**src/rtl/pwrmode_pkg.sv**
```systemverilog
package pwrmode_pkg;

   typedef enum logic [1:0] {
      PM_RUN  = 2'd0,
      PM_IDLE = 2'd1,
      PM_DOWN = 2'd2,
      PM_WAKE = 2'd3
   } pm_state_e;

   localparam int PCON_W   = 8;
   localparam int IDLE_BIT = 0;   // lowest mode bit requests idle
   localparam int DOWN_BIT = 1;   // next bit requests power-down
   localparam int FLAG_LO  = 2;
   localparam int FLAG_N   = 2;

endpackage

```
**src/rtl/pwrmode_rstflt.sv**
```systemverilog
// Synchronizes the reset pin and qualifies it by a minimum hold time.
module pwrmode_rstflt #(
   parameter int SYNC_STAGES = 2,
   parameter int MIN_HOLD    = 24
) (
   input  logic clk,
   input  logic rst_n,
   input  logic pin,
   output logic pin_sync,
   output logic qual
);
   localparam int CNT_W = $clog2(MIN_HOLD + 1);
   localparam logic [CNT_W-1:0] CNT_TOP = CNT_W'(MIN_HOLD);

   logic [SYNC_STAGES:0] chain;
   logic [CNT_W-1:0]     cnt;

   assign chain[0] = pin;

   for (genvar s = 0; s < SYNC_STAGES; s++) begin : g_sync
      always_ff @(posedge clk or negedge rst_n) begin
         if (!rst_n) chain[s+1] <= 1'b0;
         else        chain[s+1] <= chain[s];
      end
   end

   assign pin_sync = chain[SYNC_STAGES];

   always_ff @(posedge clk or negedge rst_n) begin
      if (!rst_n)             cnt <= '0;
      else if (!pin_sync)     cnt <= '0;
      else if (cnt != CNT_TOP) cnt <= cnt + CNT_W'(1);
   end

   assign qual = pin_sync && (cnt == CNT_TOP);

endmodule

```
**src/rtl/pwrmode_fsm.sv**
```systemverilog
// Mode sequencing and general flag storage.
module pwrmode_fsm
   import pwrmode_pkg::*;
#(
   parameter int IRQ_W = 5
) (
   input  logic              clk,
   input  logic              rst_n,
   input  logic              wr_en,
   input  logic [PCON_W-1:0] wr_data,
   input  logic [IRQ_W-1:0]  irq,
   input  logic              rst_qual,
   input  logic              rst_sync,
   input  logic              osc_stable,
   output pm_state_e         state,
   output logic [PCON_W-1:0] pcon
);
   pm_state_e         st_q, st_d;
   logic [FLAG_N-1:0] fl_q, fl_d;
   logic              wake_any;
   logic              unused_wr;

   assign wake_any  = |irq;
   assign unused_wr = ^wr_data;

   always_comb begin
      st_d = st_q;
      fl_d = fl_q;
      case (st_q)
         PM_RUN: begin
            if (rst_qual) begin
               fl_d = '0;
            end else if (wr_en) begin
               fl_d = wr_data[FLAG_LO +: FLAG_N];
               if (wr_data[DOWN_BIT])      st_d = PM_DOWN;
               else if (wr_data[IDLE_BIT]) st_d = PM_IDLE;
            end
         end
         PM_IDLE: begin
            if (rst_qual) begin
               st_d = PM_RUN;
               fl_d = '0;
            end else if (wake_any) begin
               st_d = PM_RUN;
            end
         end
         PM_DOWN: begin
            if (rst_sync) begin
               st_d = PM_WAKE;
               fl_d = '0;
            end
         end
         PM_WAKE: begin
            fl_d = '0;
            if (osc_stable && !rst_sync) st_d = PM_RUN;
         end
         default: st_d = PM_RUN;
      endcase
   end

   always_ff @(posedge clk or negedge rst_n) begin
      if (!rst_n) begin
         st_q <= PM_RUN;
         fl_q <= '0;
      end else begin
         st_q <= st_d;
         fl_q <= fl_d;
      end
   end

   always_comb begin
      pcon                      = '0;
      pcon[IDLE_BIT]            = (st_q == PM_IDLE);
      pcon[DOWN_BIT]            = (st_q == PM_DOWN);
      pcon[FLAG_LO +: FLAG_N]   = fl_q;
   end

   assign state = st_q;

endmodule

```
**src/rtl/pwrmode_pinmux.sv**
```systemverilog
// Forced pad levels while the core sleeps.
module pwrmode_pinmux #(
   parameter int PORT_W = 8
) (
   input  logic              in_idle,
   input  logic              in_down,
   input  logic              ext_code,
   input  logic              ale_norm,
   input  logic              psen_norm,
   input  logic [PORT_W-1:0] p0_norm,
   input  logic              p0_oe_norm,
   input  logic [PORT_W-1:0] p2_norm,
   input  logic [PORT_W-1:0] p0_sfr,
   input  logic [PORT_W-1:0] p2_sfr,
   input  logic [PORT_W-1:0] addr_hi,
   output logic              ale_o,
   output logic              psen_o,
   output logic [PORT_W-1:0] p0_o,
   output logic              p0_oe,
   output logic [PORT_W-1:0] p2_o
);
   logic lp, p0_float, p2_addr;

   assign lp       = in_idle | in_down;
   assign p0_float = lp & ext_code;
   assign p2_addr  = in_idle & ext_code;

   assign ale_o  = lp ? in_idle : ale_norm;
   assign psen_o = lp ? in_idle : psen_norm;
   assign p0_oe  = lp ? !ext_code : p0_oe_norm;

   for (genvar b = 0; b < PORT_W; b++) begin : g_bit
      assign p0_o[b] = !lp      ? p0_norm[b] :
                       p0_float ? 1'b0       : p0_sfr[b];
      assign p2_o[b] = !lp      ? p2_norm[b] :
                       p2_addr  ? addr_hi[b] : p2_sfr[b];
   end

endmodule

```
**src/rtl/pwrmode_ctrl.sv**
```systemverilog
module pwrmode_ctrl
   import pwrmode_pkg::*;
#(
   parameter int MC_CLKS     = 12,
   parameter int RST_MC      = 2,
   parameter int SYNC_STAGES = 2,
   parameter int PORT_W      = 8,
   parameter int IRQ_W       = 5
) (
   input  logic              clk,
   input  logic              rst_n,
   input  logic              rst_pin,
   input  logic              osc_stable,
   input  logic              ext_code,
   input  logic              pcon_we,
   input  logic [7:0]        pcon_wdata,
   input  logic [IRQ_W-1:0]  irq_req,
   input  logic              ale_norm,
   input  logic              psen_norm,
   input  logic [PORT_W-1:0] p0_norm,
   input  logic              p0_oe_norm,
   input  logic [PORT_W-1:0] p2_norm,
   input  logic [PORT_W-1:0] p0_sfr,
   input  logic [PORT_W-1:0] p2_sfr,
   input  logic [PORT_W-1:0] addr_hi,
   output logic [7:0]        pcon_rdata,
   output logic [1:0]        mode_o,
   output logic              cpu_clk_en,
   output logic              per_clk_en,
   output logic              osc_en,
   output logic              cpu_rst,
   output logic              ale_o,
   output logic              psen_o,
   output logic [PORT_W-1:0] p0_o,
   output logic              p0_oe,
   output logic [PORT_W-1:0] p2_o
);
   localparam int MIN_HOLD = MC_CLKS * RST_MC;

   if (MC_CLKS < 1 || RST_MC < 1 || PORT_W < 1 || IRQ_W < 1 || SYNC_STAGES < 0)
   begin : g_bad_param
      initial $fatal(1, "pwrmode_ctrl: illegal parameter value");
   end
   if (PCON_W != 8 || FLAG_LO + FLAG_N > PCON_W) begin : g_bad_layout
      initial $fatal(1, "pwrmode_ctrl: register layout mismatch");
   end

   logic      rst_sync, rst_qual;
   pm_state_e state;
   logic      in_run, in_idle, in_down, in_wake;

   pwrmode_rstflt #(
      .SYNC_STAGES (SYNC_STAGES),
      .MIN_HOLD    (MIN_HOLD)
   ) u_rstflt (
      .clk      (clk),
      .rst_n    (rst_n),
      .pin      (rst_pin),
      .pin_sync (rst_sync),
      .qual     (rst_qual)
   );

   pwrmode_fsm #(
      .IRQ_W (IRQ_W)
   ) u_fsm (
      .clk        (clk),
      .rst_n      (rst_n),
      .wr_en      (pcon_we),
      .wr_data    (pcon_wdata),
      .irq        (irq_req),
      .rst_qual   (rst_qual),
      .rst_sync   (rst_sync),
      .osc_stable (osc_stable),
      .state      (state),
      .pcon       (pcon_rdata)
   );

   assign in_run  = (state == PM_RUN);
   assign in_idle = (state == PM_IDLE);
   assign in_down = (state == PM_DOWN);
   assign in_wake = (state == PM_WAKE);

   assign mode_o     = state;
   assign cpu_rst    = rst_qual | in_wake;
   assign osc_en     = !in_down;
   assign cpu_clk_en = in_run | (in_wake & osc_stable);
   assign per_clk_en = in_run | in_idle | (in_wake & osc_stable);

   pwrmode_pinmux #(
      .PORT_W (PORT_W)
   ) u_pinmux (
      .in_idle    (in_idle),
      .in_down    (in_down),
      .ext_code   (ext_code),
      .ale_norm   (ale_norm),
      .psen_norm  (psen_norm),
      .p0_norm    (p0_norm),
      .p0_oe_norm (p0_oe_norm),
      .p2_norm    (p2_norm),
      .p0_sfr     (p0_sfr),
      .p2_sfr     (p2_sfr),
      .addr_hi    (addr_hi),
      .ale_o      (ale_o),
      .psen_o     (psen_o),
      .p0_o       (p0_o),
      .p0_oe      (p0_oe),
      .p2_o       (p2_o)
   );

endmodule

```
**config.mk**
```make
export PLATFORM = sky130hd
export DESIGN_NAME = pwrmode_ctrl
export DESIGN_NICKNAME = d
export VERILOG_FILES = /design/src/rtl/pwrmode_pkg.sv /design/src/rtl/pwrmode_rstflt.sv /design/src/rtl/pwrmode_fsm.sv /design/src/rtl/pwrmode_pinmux.sv /design/src/rtl/pwrmode_ctrl.sv
export SDC_FILE = /design/constraint.sdc
export NUM_CORES = 1
export LEC_CHECK = 0
export BUFFER_PORTS_ARGS = -buffer_cell sky130_fd_sc_hd__buf_4
export CAP_MARGIN = 20
export CORE_ASPECT_RATIO = 2
export CORE_UTILIZATION = 36
export DETAILED_ROUTE_END_ITERATION = 10
export GPL_ROUTABILITY_DRIVEN = 0
export PLACE_DENSITY = 0.76
export SLEW_MARGIN = 25
export SYNTH_ARGS = -nofsm -noshare
export SYNTH_HDL_FRONTEND = slang
export SYNTH_SLANG_ARGS = --single-unit
```
**constraint.sdc**
```tcl
create_clock -name clk -period 3.2 [get_ports clk]
set_clock_uncertainty 0.15 [all_clocks]
set_input_delay 0.64 -clock clk [delete_from_list [all_inputs] [get_ports clk]]
set_output_delay 0.64 -clock clk [all_outputs]
set_load 0.01 [all_outputs]
```
# == Yosys cells after proc, flatten, opt, wreduce, memory -nomap -nowiden ==
# Cells that the tools add are included.
# word_totals
out_inout_bits,33
word_cells,88
in_bits,62
ff_bits,11
# classes
n_addsub,1
bitwise_logic,8
reduce_logical,9
eq_ne,14
mux,51
# op_table
operator,n
$mux 1,35
$mux 2,12
$pmux 2 s4,2
$mux 5,2
$ne 2x2->1 const B,4
$ne 3x3->1 const B,2
$reduce_and 6->1,1
$add 5x1->5 const B,1
$eq 5x5->1 const B,1
$ne 5x5->1 const B,1
$or 1x1->1,5
$reduce_or 5->1,1
$eq 2x2->1 const B,2
$ne 2x1->1 const B,2
$and 1x1->1,3
$logic_not 1->1,3
$ne 3x2->1 const B,1
$reduce_and 3->1,1
$eq 2x1->1 const B,1
$logic_and 1x1->1,2
$logic_not 2->1,1

# == Logic depth before layout (Yosys ltp) ==
# logic_depth
depth_word,5
depth_mapped,7
mapped_depth_nobuf,7

# == Hierarchy ==
# From an unflattened synthesis, not the netlist that was laid out.
# unflattened
hier_cells,124
hier_area_um2,1156.1
# modules_own_cells
mod,area_per_inst_um2,cells_each,instances,seq_area_each_um2
pwrmode_pinmux,470.5,50,1,0.0
pwrmode_rstflt,341.6,30,1,175.2
pwrmode_fsm,305.3,37,1,100.1
pwrmode_ctrl,38.8,7,1,0.0

# == Worst setup path before layout ==
# OpenSTA, ideal clock, no wires.
# synth_timing
path_kind,register to output
start,reg u_fsm.st_q[1] (netlist: u_fsm.state[1])
end,out p0_o[0]
arrival_ns,1.597
n_path_buf,0
required_ns,2.410
slack_ns,0.813
stages_incl_launch_ff,6
cell_sequence,dfrtp_1 inv_1 ha_1 clkinv_1 nor2_1 a22o_1
# synth_via
elab_chain_cells,5
elab_cells_between_ends,6
cone_classes,eq/ne (2); mux (2); bitwise (2)
# synth_rtl
element,line_no,text
from (decl),pwrmode_fsm.sv:18,"pm_state_e st_q, st_d;"
from (signal assigned),pwrmode_fsm.sv:66,st_q <= st_d;
$eq 2x1->1 / $eq 2x2->1 (equally long branches),"pwrmode_ctrl.sv:79, pwrmode_ctrl.sv:80",
$or 1x1->1 (*),pwrmode_pinmux.sv:24,assign lp = in_idle | in_down;
$and 1x1->1,pwrmode_pinmux.sv:25,assign p0_float = lp & ext_code;
$mux 1,pwrmode_pinmux.sv:34,p0_float ? 1'b0 : p0_sfr[b];
$mux 1 (*),pwrmode_pinmux.sv:33,assign p0_o[b] = !lp ? p0_norm[b] :
to (decl),pwrmode_ctrl.sv:34,"output logic [PORT_W-1:0] p0_o,"
# Mark *: on every way between the ends. The rest lies on a longest branch, timed or not.

# == Worst setup path after layout ==
# layout_timing
start,reg u_fsm.st_q[1] (netlist: u_fsm.state[1])
end,out p0_o[6]
# The elaborated chain is that of the path after synthesis.

==> results.ini <==
[timing]
tightestPinTransition_ns=0.579
fin_crit_ns=2.98
finalMaxSlewViolations=0
slew_headroom_pct=61.3
fmax_mhz=335
tns_ns=0
rsz0062_at_grt=no
fin_crit_sh_pct=93.3
setup_viol=0
hold_viol=0

[synthesis]
synth_edf_count=0
synthSimpleGateAreaFrac_pct=21.6
synth_ff_type=dfrtp_1
synthAdderAreaFrac_pct=7.61
ys_types=32
synth_xor_area_share_pct=2.66
avgSynthCellArea_sq_um=8.08
muxShareOfSynthArea_pct=8.12
yosysSeqAreaShare_pct=27.9
async_flop_share_pct=100
ys_seq_elements=11
syn_inst=122
yosys_warnings=0
synth_area_sq_um=986
synth_top_family_by_area=compound AO/OA/AOI/OAI gates
synth_compound_area_share_pct=22.2

[final_layout]
diodes=0
layout_common_cells=buf_4 (87), nor2_1 (16), a21oi_1 (13)
areaGrowthSynthToFinish_pct=69.8
fin_area_sq_um=1670
drive_above_1_share_pct=45.4
final_common_cell=buf_4
nNetsFinal=276

[clocking]
tritoncts=yes
post_cts_buffers=0
cts_max_level=1
clock_tree.buffer_depth=2
cts_hold_buf=0
clk_pin_slew_ns=0.05
cts_made_buffers=3
clk_latency_ns=0.24
cts_num_sinks=11
cts-root-buf=clkbuf_8
cts_resized=0

[die]
die-width_um=39.0
ioPinCount=95
initial_utilization_pct=38.4
dieHeight_um=76.0
rows=26
die_area_sq_um=2960
core_sq_um=2570

[power]
vdd_drop_max_mv=0.464
p_leak_nw=0.928
power.density_nw_per_um2=908

[routing]
route.detailed.drc=0
ant_nets=0
drt_iter0_drc=16
drtPass1Iterations=4
wl_per_cell_um=13.3
vias=1227
via_per_inst=5.22
wirelength_um=3130

[setup_path]
worst_setup_path_end_kind=output port
critPathRequiredTime_ns=2.41
critPathKind=reg2out
crit_arrival_ns=2.19
critPathMaxFanout=10
start_kind=register

[place]
dp_hpwl_um=2680
placed_cell_area_sq_um=1630
io_buffers=86

[worst_hold_path]
min_path_type=in2async

[global_routing]
antenna_found_initial=0
track_usage_pct=21.7
grt_pass1_wl_um=4610
grt_max_degree=20
grt_pass1_vias=1199
grt.overflow.total=0

[run_status]
status=finished clean

[run]
drv_cap=0

## final timing paths
path                                   start           endpoint  slack (ns)  depth (start not counted)
max                           u_fsm.state[1]            p0_o[6]        0.22                          6
min                                    rst_n     u_fsm.state[1]        0.07                          1
max reg2reg                   u_fsm.state[1]     u_fsm.state[1]        0.66                          7
min reg2reg                u_rstflt.chain[1]  u_rstflt.pin_sync        0.21                          0
max in group asynchronous              rst_n      u_fsm.fl_q[0]        2.68                          1
min in group clk           u_rstflt.chain[1]  u_rstflt.pin_sync        0.21                          0
## critical path: stages (launching register included)
cell      delay, ns
dfrtp_1        0.44
inv_1          0.11
ha_1           0.32
clkinv_1       0.23
nor2_1         0.51
a22o_1         0.22
buf_4          0.12
## cell type report
cell class / instances / area (sq um)
flip-flops and latches: 11 / 275
fillers: 233 / 896
multi-input cells: 95 / 628
clock buffers: 4 / 45.0
repair buffers: 87 / 653
well taps: 28 / 35.0
inverters: 10 / 37.5
## sequential cells by signal, summed over array words and instances (netlist names)
| register | count |
|---|---|
| u_rstflt.chain | 1 |
| u_rstflt.pin_sync | 1 |
| u_rstflt.cnt | 5 |
| u_fsm.state | 2 |
| u_fsm.fl_q | 2 |
## synthesized netlist by cell type, types with 2 or more instances
| master | count | area (sq um) |
|---|---|---|
| a21o_1 | 2 | 15.0 |
| a21oi_1 | 13 | 65.1 |
| a22o_1 | 8 | 70.1 |
| a31oi_1 | 2 | 12.5 |
| and3_1 | 2 | 12.5 |
| buf_4 | 6 | 45.0 |
| clkbuf_1 | 3 | 11.3 |
| dfrtp_1 | 11 | 275 |
| ha_1 | 6 | 75.1 |
| inv_1 | 9 | 33.8 |
| mux2i_1 | 8 | 80.1 |
| nand2_1 | 6 | 22.5 |
| nand2b_1 | 3 | 18.8 |
| nand3_1 | 4 | 20.0 |
| nor2_1 | 16 | 60.1 |
| nor3_1 | 4 | 20.0 |
| o21ai_0 | 3 | 15.0 |
| xor2_1 | 2 | 17.5 |
## cell families after synthesis
logic type | after synthesis
buf+inv | 19
xor+xnor | 3
other cells | 1
mux | 8
flops | 11
compound gates | 32
simple gates | 42
fa+ha+maj | 6
## where the power goes
part / switching [mW] / leakage (nW) / internal, mW
sequential: 0.0319 / 0.141 / 0.171
combinational: 0.580 / 0.765 / 0.597
clock: 0.0526 / 0.0228 / 0.0875
total: 0.665 / 0.928 / 0.856
## through the flow
step	utilization, %	hold WS, ns	setup slack, ns	power (mW)	instances
after detailed placement	63.4	0.202	0.533	1.38	231
after CTS	65.1	0.0690	0.246	1.53	235
after floorplan	-	0.181	0.813	0.851	125
after global routing	65.1	0.0749	0.0888	1.62	235
final	65.1	0.0697	0.215	1.52	235
after global placement	63.4	0.188	0.558	1.36	231
## layer usage
layer | wire length, um | global-route usage (%) | vias up
met5 | 0 | 0 | -
met4 | 80 | 11.4 | 0
met3 | 205 | 0.875 | 8
met2 | 1890 | 43.5 | 75
met1 | 955 | 18.0 | 553
li1 | - | - | 591
No activity file was read; power rests on OpenSTA's default activity.
